===== src/rtl/march_pkg.sv =====
package march_pkg;
  typedef enum logic [2:0] {
    ST_IDLE,
    ST_FILL,
    ST_RD,
    ST_CHK,
    ST_DONE
  } march_st_t;
endpackage


===== src/rtl/march_seq.sv =====
module march_seq
  import march_pkg::*;
#(
  parameter int ADDR_W    = 18,
  parameter int DATA_W    = 16,
  parameter int LAST_ADDR = (1 << 18) - 1
) (
  input  logic              clk,
  input  logic              rst_n,
  input  logic              start,
  input  logic              stop_on_error,
  input  logic              mismatch,
  output logic [ADDR_W-1:0] mem_addr,
  output logic              mem_rd,
  output logic              mem_wr,
  output logic [DATA_W-1:0] mem_wdata,
  output logic              chk_valid,
  output logic [DATA_W-1:0] chk_expect,
  output logic              run_start,
  output logic              done
);
  localparam logic [ADDR_W-1:0] TOP_ADDR = ADDR_W'(LAST_ADDR);

  function automatic logic [DATA_W-1:0] even_ones();
    logic [DATA_W-1:0] v;
    for (int i = 0; i < DATA_W; i++) v[i] = (i % 2 == 0);
    return v;
  endfunction

  localparam logic [DATA_W-1:0] PAT_EVEN = even_ones();

  march_st_t         st;
  logic [ADDR_W-1:0] addr;
  logic              round_q;
  logic              down_q;
  logic              stop_q;
  logic [DATA_W-1:0] base;

  assign base      = round_q ? ~PAT_EVEN : PAT_EVEN;
  assign run_start = start && (st == ST_IDLE || st == ST_DONE);

  always_comb begin
    mem_addr   = addr;
    mem_rd     = (st == ST_RD);
    chk_valid  = (st == ST_CHK);
    chk_expect = down_q ? ~base : base;
    mem_wr     = (st == ST_FILL) || (st == ST_CHK && !mismatch);
    mem_wdata  = (st == ST_FILL) ? base : ((st == ST_CHK) ? ~chk_expect : '0);
    done       = (st == ST_DONE);
  end

  always_ff @(posedge clk) begin
    if (!rst_n) begin
      st      <= ST_IDLE;
      addr    <= '0;
      round_q <= 1'b0;
      down_q  <= 1'b0;
      stop_q  <= 1'b0;
    end else begin
      unique case (st)
        ST_IDLE, ST_DONE: begin
          if (start) begin
            st      <= ST_FILL;
            addr    <= '0;
            round_q <= 1'b0;
            down_q  <= 1'b0;
            stop_q  <= stop_on_error;
          end
        end
        ST_FILL: begin
          if (addr == TOP_ADDR) begin
            addr <= '0;
            st   <= ST_RD;
          end else begin
            addr <= addr + ADDR_W'(1);
          end
        end
        ST_RD: st <= ST_CHK;
        ST_CHK: begin
          if (mismatch && stop_q) begin
            st <= ST_DONE;
          end else if (!down_q) begin
            if (addr == TOP_ADDR) down_q <= 1'b1;
            else addr <= addr + ADDR_W'(1);
            st <= ST_RD;
          end else if (addr != '0) begin
            addr <= addr - ADDR_W'(1);
            st   <= ST_RD;
          end else if (round_q) begin
            st <= ST_DONE;
          end else begin
            round_q <= 1'b1;
            down_q  <= 1'b0;
            st      <= ST_FILL;
          end
        end
        default: st <= ST_IDLE;
      endcase
    end
  end

  // a strobe and a write never share a cycle
  assert_rd_wr_exclusive_R3: assert property (@(posedge clk) disable iff (!rst_n)
    !(mem_rd && mem_wr));

  // the write-back of a visit lands on the word just read
  assert_writeback_same_addr_R3: assert property (@(posedge clk) disable iff (!rst_n)
    (mem_wr && $past(mem_rd)) |-> (mem_addr == $past(mem_addr)));

  // accesses stay inside the configured range
  assert_in_range_R11: assert property (@(posedge clk) disable iff (!rst_n)
    (mem_rd || mem_wr) |-> (mem_addr <= TOP_ADDR));

  // done holds until a new start
  assert_done_holds_R10: assert property (@(posedge clk) disable iff (!rst_n)
    (done && !start) |=> done);

  // no memory traffic once finished
  assert_quiet_when_done_R9: assert property (@(posedge clk) disable iff (!rst_n)
    done |-> !(mem_rd || mem_wr));
endmodule


===== src/rtl/march_cmp.sv =====
module march_cmp #(
  parameter int ADDR_W = 18,
  parameter int DATA_W = 16,
  parameter int CNT_W  = 24
) (
  input  logic              clk,
  input  logic              rst_n,
  input  logic              clear,
  input  logic              chk_valid,
  input  logic [DATA_W-1:0] chk_expect,
  input  logic [DATA_W-1:0] rd_data,
  input  logic [ADDR_W-1:0] chk_addr,
  output logic              mismatch,
  output logic [CNT_W-1:0]  err_count,
  output logic [ADDR_W-1:0] first_addr,
  output logic [DATA_W-1:0] first_expect,
  output logic [DATA_W-1:0] first_actual,
  output logic [DATA_W-1:0] err_bits
);
  localparam logic [CNT_W-1:0] CNT_MAX = '1;

  assign mismatch = chk_valid && (rd_data != chk_expect);

  always_ff @(posedge clk) begin
    if (!rst_n || clear) begin
      err_count    <= '0;
      first_addr   <= '0;
      first_expect <= '0;
      first_actual <= '0;
      err_bits     <= '0;
    end else if (mismatch) begin
      if (err_count != CNT_MAX) err_count <= err_count + CNT_W'(1);
      if (err_count == '0) begin
        first_addr   <= chk_addr;
        first_expect <= chk_expect;
        first_actual <= rd_data;
      end
      err_bits <= err_bits | (chk_expect ^ rd_data);
    end
  end

  // the count never falls during a run
  assert_count_monotonic_R6: assert property (@(posedge clk) disable iff (!rst_n)
    !clear |=> (err_count >= $past(err_count)));

  // first-failure record frozen once taken
  assert_first_frozen_R7: assert property (@(posedge clk) disable iff (!rst_n)
    (err_count != '0 && !clear) |=> ($stable(first_addr) && $stable(first_expect) && $stable(first_actual)));

  // accumulator is empty exactly when no mismatch was counted
  assert_bits_track_count_R8: assert property (@(posedge clk) disable iff (!rst_n)
    (err_count == '0) == (err_bits == '0));
endmodule


===== src/rtl/march_bist.sv =====
module march_bist #(
  parameter int ADDR_W    = 18,
  parameter int DATA_W    = 16,
  parameter int LAST_ADDR = (1 << 18) - 1,
  parameter int CNT_W     = 24
) (
  input  logic              clk,
  input  logic              rst_n,
  input  logic              start,
  input  logic              stop_on_error,
  output logic [ADDR_W-1:0] mem_addr,
  output logic              mem_rd,
  output logic              mem_wr,
  output logic [DATA_W-1:0] mem_wdata,
  input  logic [DATA_W-1:0] mem_rdata,
  output logic              done,
  output logic              pass,
  output logic [CNT_W-1:0]  err_count,
  output logic [ADDR_W-1:0] fail_addr,
  output logic [DATA_W-1:0] fail_expect,
  output logic [DATA_W-1:0] fail_actual,
  output logic [DATA_W-1:0] fail_bits
);
  logic              mismatch;
  logic              chk_valid;
  logic [DATA_W-1:0] chk_expect;
  logic              run_start;

  march_seq #(
    .ADDR_W(ADDR_W), .DATA_W(DATA_W), .LAST_ADDR(LAST_ADDR)
  ) u_seq (
    .clk(clk), .rst_n(rst_n), .start(start), .stop_on_error(stop_on_error),
    .mismatch(mismatch), .mem_addr(mem_addr), .mem_rd(mem_rd), .mem_wr(mem_wr),
    .mem_wdata(mem_wdata), .chk_valid(chk_valid), .chk_expect(chk_expect),
    .run_start(run_start), .done(done)
  );

  march_cmp #(
    .ADDR_W(ADDR_W), .DATA_W(DATA_W), .CNT_W(CNT_W)
  ) u_cmp (
    .clk(clk), .rst_n(rst_n), .clear(run_start), .chk_valid(chk_valid),
    .chk_expect(chk_expect), .rd_data(mem_rdata), .chk_addr(mem_addr),
    .mismatch(mismatch), .err_count(err_count), .first_addr(fail_addr),
    .first_expect(fail_expect), .first_actual(fail_actual), .err_bits(fail_bits)
  );

  assign pass = done && (err_count == '0);

  // idle and quiet straight after reset
  assert_reset_quiet_R1: assert property (@(posedge clk)
    $rose(rst_n) |-> (!done && !mem_rd && !mem_wr && err_count == '0));
endmodule


===== config.mk =====
export PLATFORM = sky130hd
export DESIGN_NAME = march_bist
export DESIGN_NICKNAME = d
export VERILOG_FILES = /design/src/rtl/march_pkg.sv /design/src/rtl/march_seq.sv /design/src/rtl/march_cmp.sv /design/src/rtl/march_bist.sv
export SDC_FILE = /design/constraint.sdc
export NUM_CORES = 1
export LEC_CHECK = 0
export ABC_AREA = 1
export BUFFER_PORTS_ARGS = -buffer_cell sky130_fd_sc_hd__buf_2
export CORE_MARGIN = 2
export CORE_UTILIZATION = 35
export CTS_CLUSTER_SIZE = 28
export DETAILED_ROUTE_END_ITERATION = 6
export PLACE_DENSITY = 0.52
export SYNTH_ARGS = -nofsm -noshare
export SYNTH_HDL_FRONTEND = slang
export SYNTH_SLANG_ARGS = --single-unit

===== constraint.sdc =====
create_clock -name clk -period 2.9 [get_ports clk]
set_clock_uncertainty 0.15 [all_clocks]
set_input_delay 0.58 -clock clk [delete_from_list [all_inputs] [get_ports clk]]
set_output_delay 0.58 -clock clk [all_outputs]
set_load 0.005 [all_outputs]

==> Word-level counts from Yosys, hierarchy flattened <==
Cells that the tools add are included.
{ "word_totals": {"elab_cells": 83, "ff_bits": 114} }
{ "op_classes": {"n_eq_ne": 14, "n_reduce_logical": 23, "add_sub_neg": 3, "muxes": 29, "bitwise_logic": 4} }
{ "op_table": {"columns": ["cell", "count"], "rows": [
  ["18-bit two-way mux", 6],
  ["16-bit two-way mux", 4],
  ["18-bit one-hot mux with 3 select lines", 1],
  ["16-bit NOT", 2],
  ["24-bit by 1-bit adder with 24-bit output, second input constant", 1],
  ["24-bit logical NOT", 1],
  ["24-bit inequality test, second input constant", 1],
  ["18-bit by 1-bit adder with 18-bit output, second input constant", 1],
  ["18-bit equality test, second input constant", 1],
  ["3-bit two-way mux", 6],
  ["18-bit nonzero test", 1],
  ["18-bit by 1-bit subtractor with 18-bit output, second input constant", 1],
  ["16-bit inequality test", 1],
  ["16-bit OR", 1],
  ["16-bit bitwise XOR", 1],
  ["3-bit one-hot mux with 4 select lines", 1],
  ["2-bit inequality test, second input constant", 5],
  ["5-bit AND reduction", 2],
  ["1-bit two-way mux", 9],
  ["2-bit AND reduction", 4],
  ["3-bit by 2-bit equality test with 1-bit output, second input constant", 2],
  ["3-bit inequality test, second input constant", 2],
  ["1-bit logical AND", 5],
  ["1-bit one-hot mux with 2 select lines", 2],
  ["other kinds (9)", 12]
]} }

==> Longest topological paths before layout <==
{ "logic_depth": {"depth_word": 8, "depth_mapped": 16} }

==> By module <==
From an unflattened synthesis, not the netlist that was laid out.
{ "hier_totals": {"hier_cells": 1244, "hier_area_um2": 7390.8} }
{ "by_module_without_submodules": {"columns": ["mod", "cells_each", "n_inst", "seq_area_each_um2", "area_each_um2"], "rows": [
  ["march_cmp", 774, 1, 1801.7, 4724.5],
  ["march_seq", 447, 1, 480.5, 2573.7],
  ["march_bist", 23, 1, 0.0, 92.6]
]} }

==> Worst setup path after synthesis <==
Ideal clock, no wire load.
{ "synth_timing": {"path_type": "register to output", "from": "reg u_seq.down_q", "to": "out mem_wr", "path_stages_with_launch": 13, "setup_slack_ns": 0.507, "required_ns": 2.170, "arrival_time_ns": 1.663, "path_cell_list": "dfxtp_1 inv_2 nand2_1 nand2_1 buf_2 nand2_1 nand2_1 nor2_1 nand2_1 nor2_2 nand2_2 buf_2 a21oi_1"} }
{ "synth_between": {"elab_chain_cells": 6} }
{ "synth_lines": {"columns": ["element", "line", "rtl"], "rows": [
  ["start: declaration", "march_seq.sv:35", "logic down_q;"],
  ["start signal: assignment", "march_seq.sv:57", "down_q <= 1'b0;"],
  ["start signal: assignment", "march_seq.sv:66", "down_q <= 1'b0;"],
  ["start signal: assignment", "march_seq.sv:83", "if (addr == TOP_ADDR) down_q <= 1'b1;"],
  ["16-bit two-way mux", "march_seq.sv:46", "chk_expect = down_q ? ~base : base;"],
  ["16-bit inequality test", "march_cmp.sv:22", "assign mismatch = chk_valid && (rd_data != chk_expect);"],
  ["1-bit logical AND", "march_cmp.sv:22", null],
  ["1-bit logical NOT", "march_seq.sv:47", "mem_wr = (st == ST_FILL) || (st == ST_CHK && !mismatch);"],
  ["1-bit logical AND", "march_seq.sv:47", null],
  ["1-bit logical OR", "march_seq.sv:47", null],
  ["end: declaration", "march_bist.sv:13", "output logic mem_wr,"]
]} }
Every way passes these cells.

==> Final worst setup path <==
{ "layout_timing": {"from": "reg u_seq.round_q", "to": "out mem_wr"} }
{ "layout_between": {"elab_chain_cells": 8} }
{ "layout_lines": {"columns": ["element", "line", "rtl"], "rows": [
  ["start: declaration", "march_seq.sv:34", "logic round_q;"],
  ["start signal: assignment", "march_seq.sv:56", "round_q <= 1'b0;"],
  ["start signal: assignment", "march_seq.sv:65", "round_q <= 1'b0;"],
  ["start signal: assignment", "march_seq.sv:92", "round_q <= 1'b1;"],
  ["16-bit two-way mux *", "march_seq.sv:39", "assign base = round_q ? ~PAT_EVEN : PAT_EVEN;"],
  ["16-bit NOT", "march_seq.sv:46", null],
  ["16-bit two-way mux *", "march_seq.sv:46", null],
  ["16-bit inequality test *", "march_cmp.sv:22", null],
  ["1-bit logical AND *", "march_cmp.sv:22", null],
  ["1-bit logical NOT *", "march_seq.sv:47", null],
  ["1-bit logical AND *", "march_seq.sv:47", null],
  ["1-bit logical OR *", "march_seq.sv:47", null]
]} }
Every way passes the cells marked *; elsewhere a longest branch is shown, timed or not.

==> flow_metrics.tcl <==
set metrics [dict create \
    rows 49 \
    syn-num-nets 1091 \
    cts_buffer_depth 2 \
    ys.flop_type "dfxtp_1" \
    synthArstFlopShare_pct 0 \
    criticalPathCategory "reg -> out" \
    clock-sinks 100 \
    drv_slew 0 \
    ys_seq_area_share_pct 31.4 \
    antenna_found_initial 0 \
    chipWidth_um 139 \
    critPathMaxStageDelay_ns 0.38 \
    dpl.hpwl_um 14800 \
    yosys-top-cells-count "nand2_1, nor2_1, inv_1" \
    ff_latch_area_um2 2010 \
    vias_per_cell 4.78 \
    firstDrtPassIters 6 \
    wl_um 19700 \
    ys_warn_count 0 \
    setup_viol 0 \
    multiInputGateArea_um2 3480 \
    synth_edf_count 0 \
    crit_arrival_ns 1.97 \
    fin_cells 1416 \
    dp_cells 1400 \
    worstPathRequired_ns 2.17 \
    fin_nets 1206 \
    period_minus_slack_ns 2.70 \
    peakVddDrop_mv 0.386 \
    vias 6772 \
    grt_pass1_wl_um 32400 \
    grt_usage_pct 20.3 \
    io_pins 148 \
    fillers 1991 \
    design.core.area_um2 17900 \
    hold_viol_final 0 \
    crit_family "simple AND/OR/NAND/NOR gates" \
    clockRootBuffer "clkbuf_16" \
    power.leakage_uw 0.00384 \
    path_max_fanout 14 \
    antenna_cells 0 \
    ant_nets 0 \
    worstHoldPathType "reg -> reg" \
    slowest_stage "dfxtp_4" \
    cts_made_buffers 9 \
    drt-initial-drc-count 357 \
    netlist_top_cells_area "dfxtp_1, nand2_1, nor2_1" \
    postCtsSetupRepairBufs 0 \
    area_growth_pct 19.2 \
    drive_gt1_share_pct 18.5 \
    ys_seq_elements 100 \
    avgSynthCellArea_um2 5.98 \
    fp.dieArea_um2 19300 \
    crit_chain "inv_1 -> nand2_4 -> nand2_8 -> nand2_1 -> nand2_1 -> nor2_1 -> nand2_1 -> nor2_2 -> nand2_4 -> a21oi_2 -> buf_2" \
    synth_top_area_share_pct 31.4 \
    relSlewSlack_pct 60.0 \
    syn_area_um2 6380 \
    wl_per_cell_um 13.9 \
    postSynthCellCount 1067 \
    die_h_um 139 \
    drc 0 \
    clk_latency_ns 0.36 \
    synthDistinctLibCells 34 \
    cp-end-kind "output port" \
    drv_cap 0 \
    synthMostInstantiatedCell "nand2_1" \
    tns_ns 0 \
    clk_pin_slew_worst_paths_ns 0.08 \
    start_util_pct 35.6 \
    rsz0062_at_grt "false" \
    timing.fmax_ghz 0.370 \
    grt_start_max_net_pins 45 \
    grt_pass1_vias 6155 \
    path_buf_inv 2 \
    worstSetupStartpointType "flop" \
    portBuffers 147 \
    status "finished, final reports clean" \
    synth_top_cell_by_area "dfxtp_1" \
    p_per_area_nw_per_um2 753 \
    fin_crit_sh_pct 93.3 \
    grt-ovfl-total 0 \
    place_congestion 0.893 \
    tightest_slew_ns 0.595 \
    tritoncts "yes" \
    htree_levels 3 \
    cp_common_cell "nand2_1" \
]
## timing repair
item,CTS,global route
gates resized for setup,3,10
hold buffers,0,0
endpoints found under the setup margin,1,25
pin swaps,0,1
## flip-flops by register name (all words and copies together) (netlist names)
signal and cells:
u_cmp.err_count 24, u_cmp.first_addr 18, u_seq.mem_addr 18, u_cmp.err_bits 16, u_cmp.first_actual 16, u_seq.st 3
u_cmp.first_expect 2, u_seq.down_q 1, u_seq.round_q 1, u_seq.stop_q 1
## worst register-to-register path, cell delays in order (launching register included)
cell and delay, ns:
dfxtp_4 0.37, inv_1 0.15, nand2_4 0.12, nand2_8 0.13, nand2_1 0.06, nand2_1 0.10
nor2_1 0.06, nand2_1 0.10, nor2_4 0.05, nand2_4 0.09, buf_4 0.25, nand3_2 0.46
nand2_1 0.21, a21oi_1 0.07
## cell families after synthesis
logic type | Yosys count | synth area share, %
simple gates | 622 | 40.8
fa+ha+maj | 4 | 0.785
buf+inv | 212 | 14.8
flops | 100 | 31.4
xor+xnor | 31 | 4.26
compound gates | 98 | 8.01
## path summary, 6_finish.rpt
kind | slack, ns | cells past startpoint | startpoint | endpoint
min | 0.30 | 2 | u_cmp.err_bits[4] | u_cmp.err_bits[4]
max | 0.20 | 11 | u_seq.round_q | mem_wr
min reg2reg | 0.30 | 2 | u_cmp.err_bits[4] | u_cmp.err_bits[4]
max reg2reg | 0.38 | 13 | u_seq.round_q | u_cmp.err_count[3]
## routing by layer
layer,vias up,part of all wire [%],GRT usage [%],wire (um)
met4,0,0.79,3.83,155
met3,15,5.8,4.32,1150
met5,-,0,0,0
met1,3059,53,31.0,10400
met2,179,40,29.5,7950
li1,3519,-,-,-
## layout make-up
| class | count | area share, % |
|---|---|---|
| Multi-Input combinational cell | 755 | 45.8 |
| Timing Repair Buffer | 179 | 13.2 |
| Sequential cell | 100 | 26.4 |
| Tap cell | 229 | 3.77 |
| Clock buffer | 9 | 2.96 |
| Clock inverter | 7 | 1.18 |
| Inverter | 137 | 6.76 |
## placed cells by master (no fill, tap or decap), types with 3 or more instances in the layout
cell and count:
nand2_1 305, nor2_1 176, buf_2 147, inv_1 134
dfxtp_1 98, a21oi_1 78, nand3_1 65, nand4_1 33
xor2_1 30, buf_4 30, nor3_1 15, o21ai_0 9
clkbuf_16 9, nor2_2 4, nand3b_1 4, or2_2 4
ha_1 4, o22ai_1 3, nand3_2 3, nand2_4 3
nand2_2 3, inv_6 3
## through the flow
stage	total power [uW]	util, %	setup WS [ns]	hold WS (ns)	instance area (um2)
2_1_floorplan	3610	-	0.507	0.296	6380
3_3_place_gp	4390	40.4	0.230	0.286	7240
3_5_place_dp	4390	40.4	0.121	0.287	7240
4_1_cts	5730	42.3	0.00386	0.300	7570
5_1_grt	6190	42.5	0.0202	0.319	7600
6_report	5730	42.5	0.195	0.297	7600
## power breakdown
group          switching (uW)  total (uW)  internal, uW  leakage (uW)
clock                     624        1310           691      0.000154
combinational            1680        2640           965       0.00287
sequential                230        1770          1540      0.000811
Power figures use the tool's default switching activity.
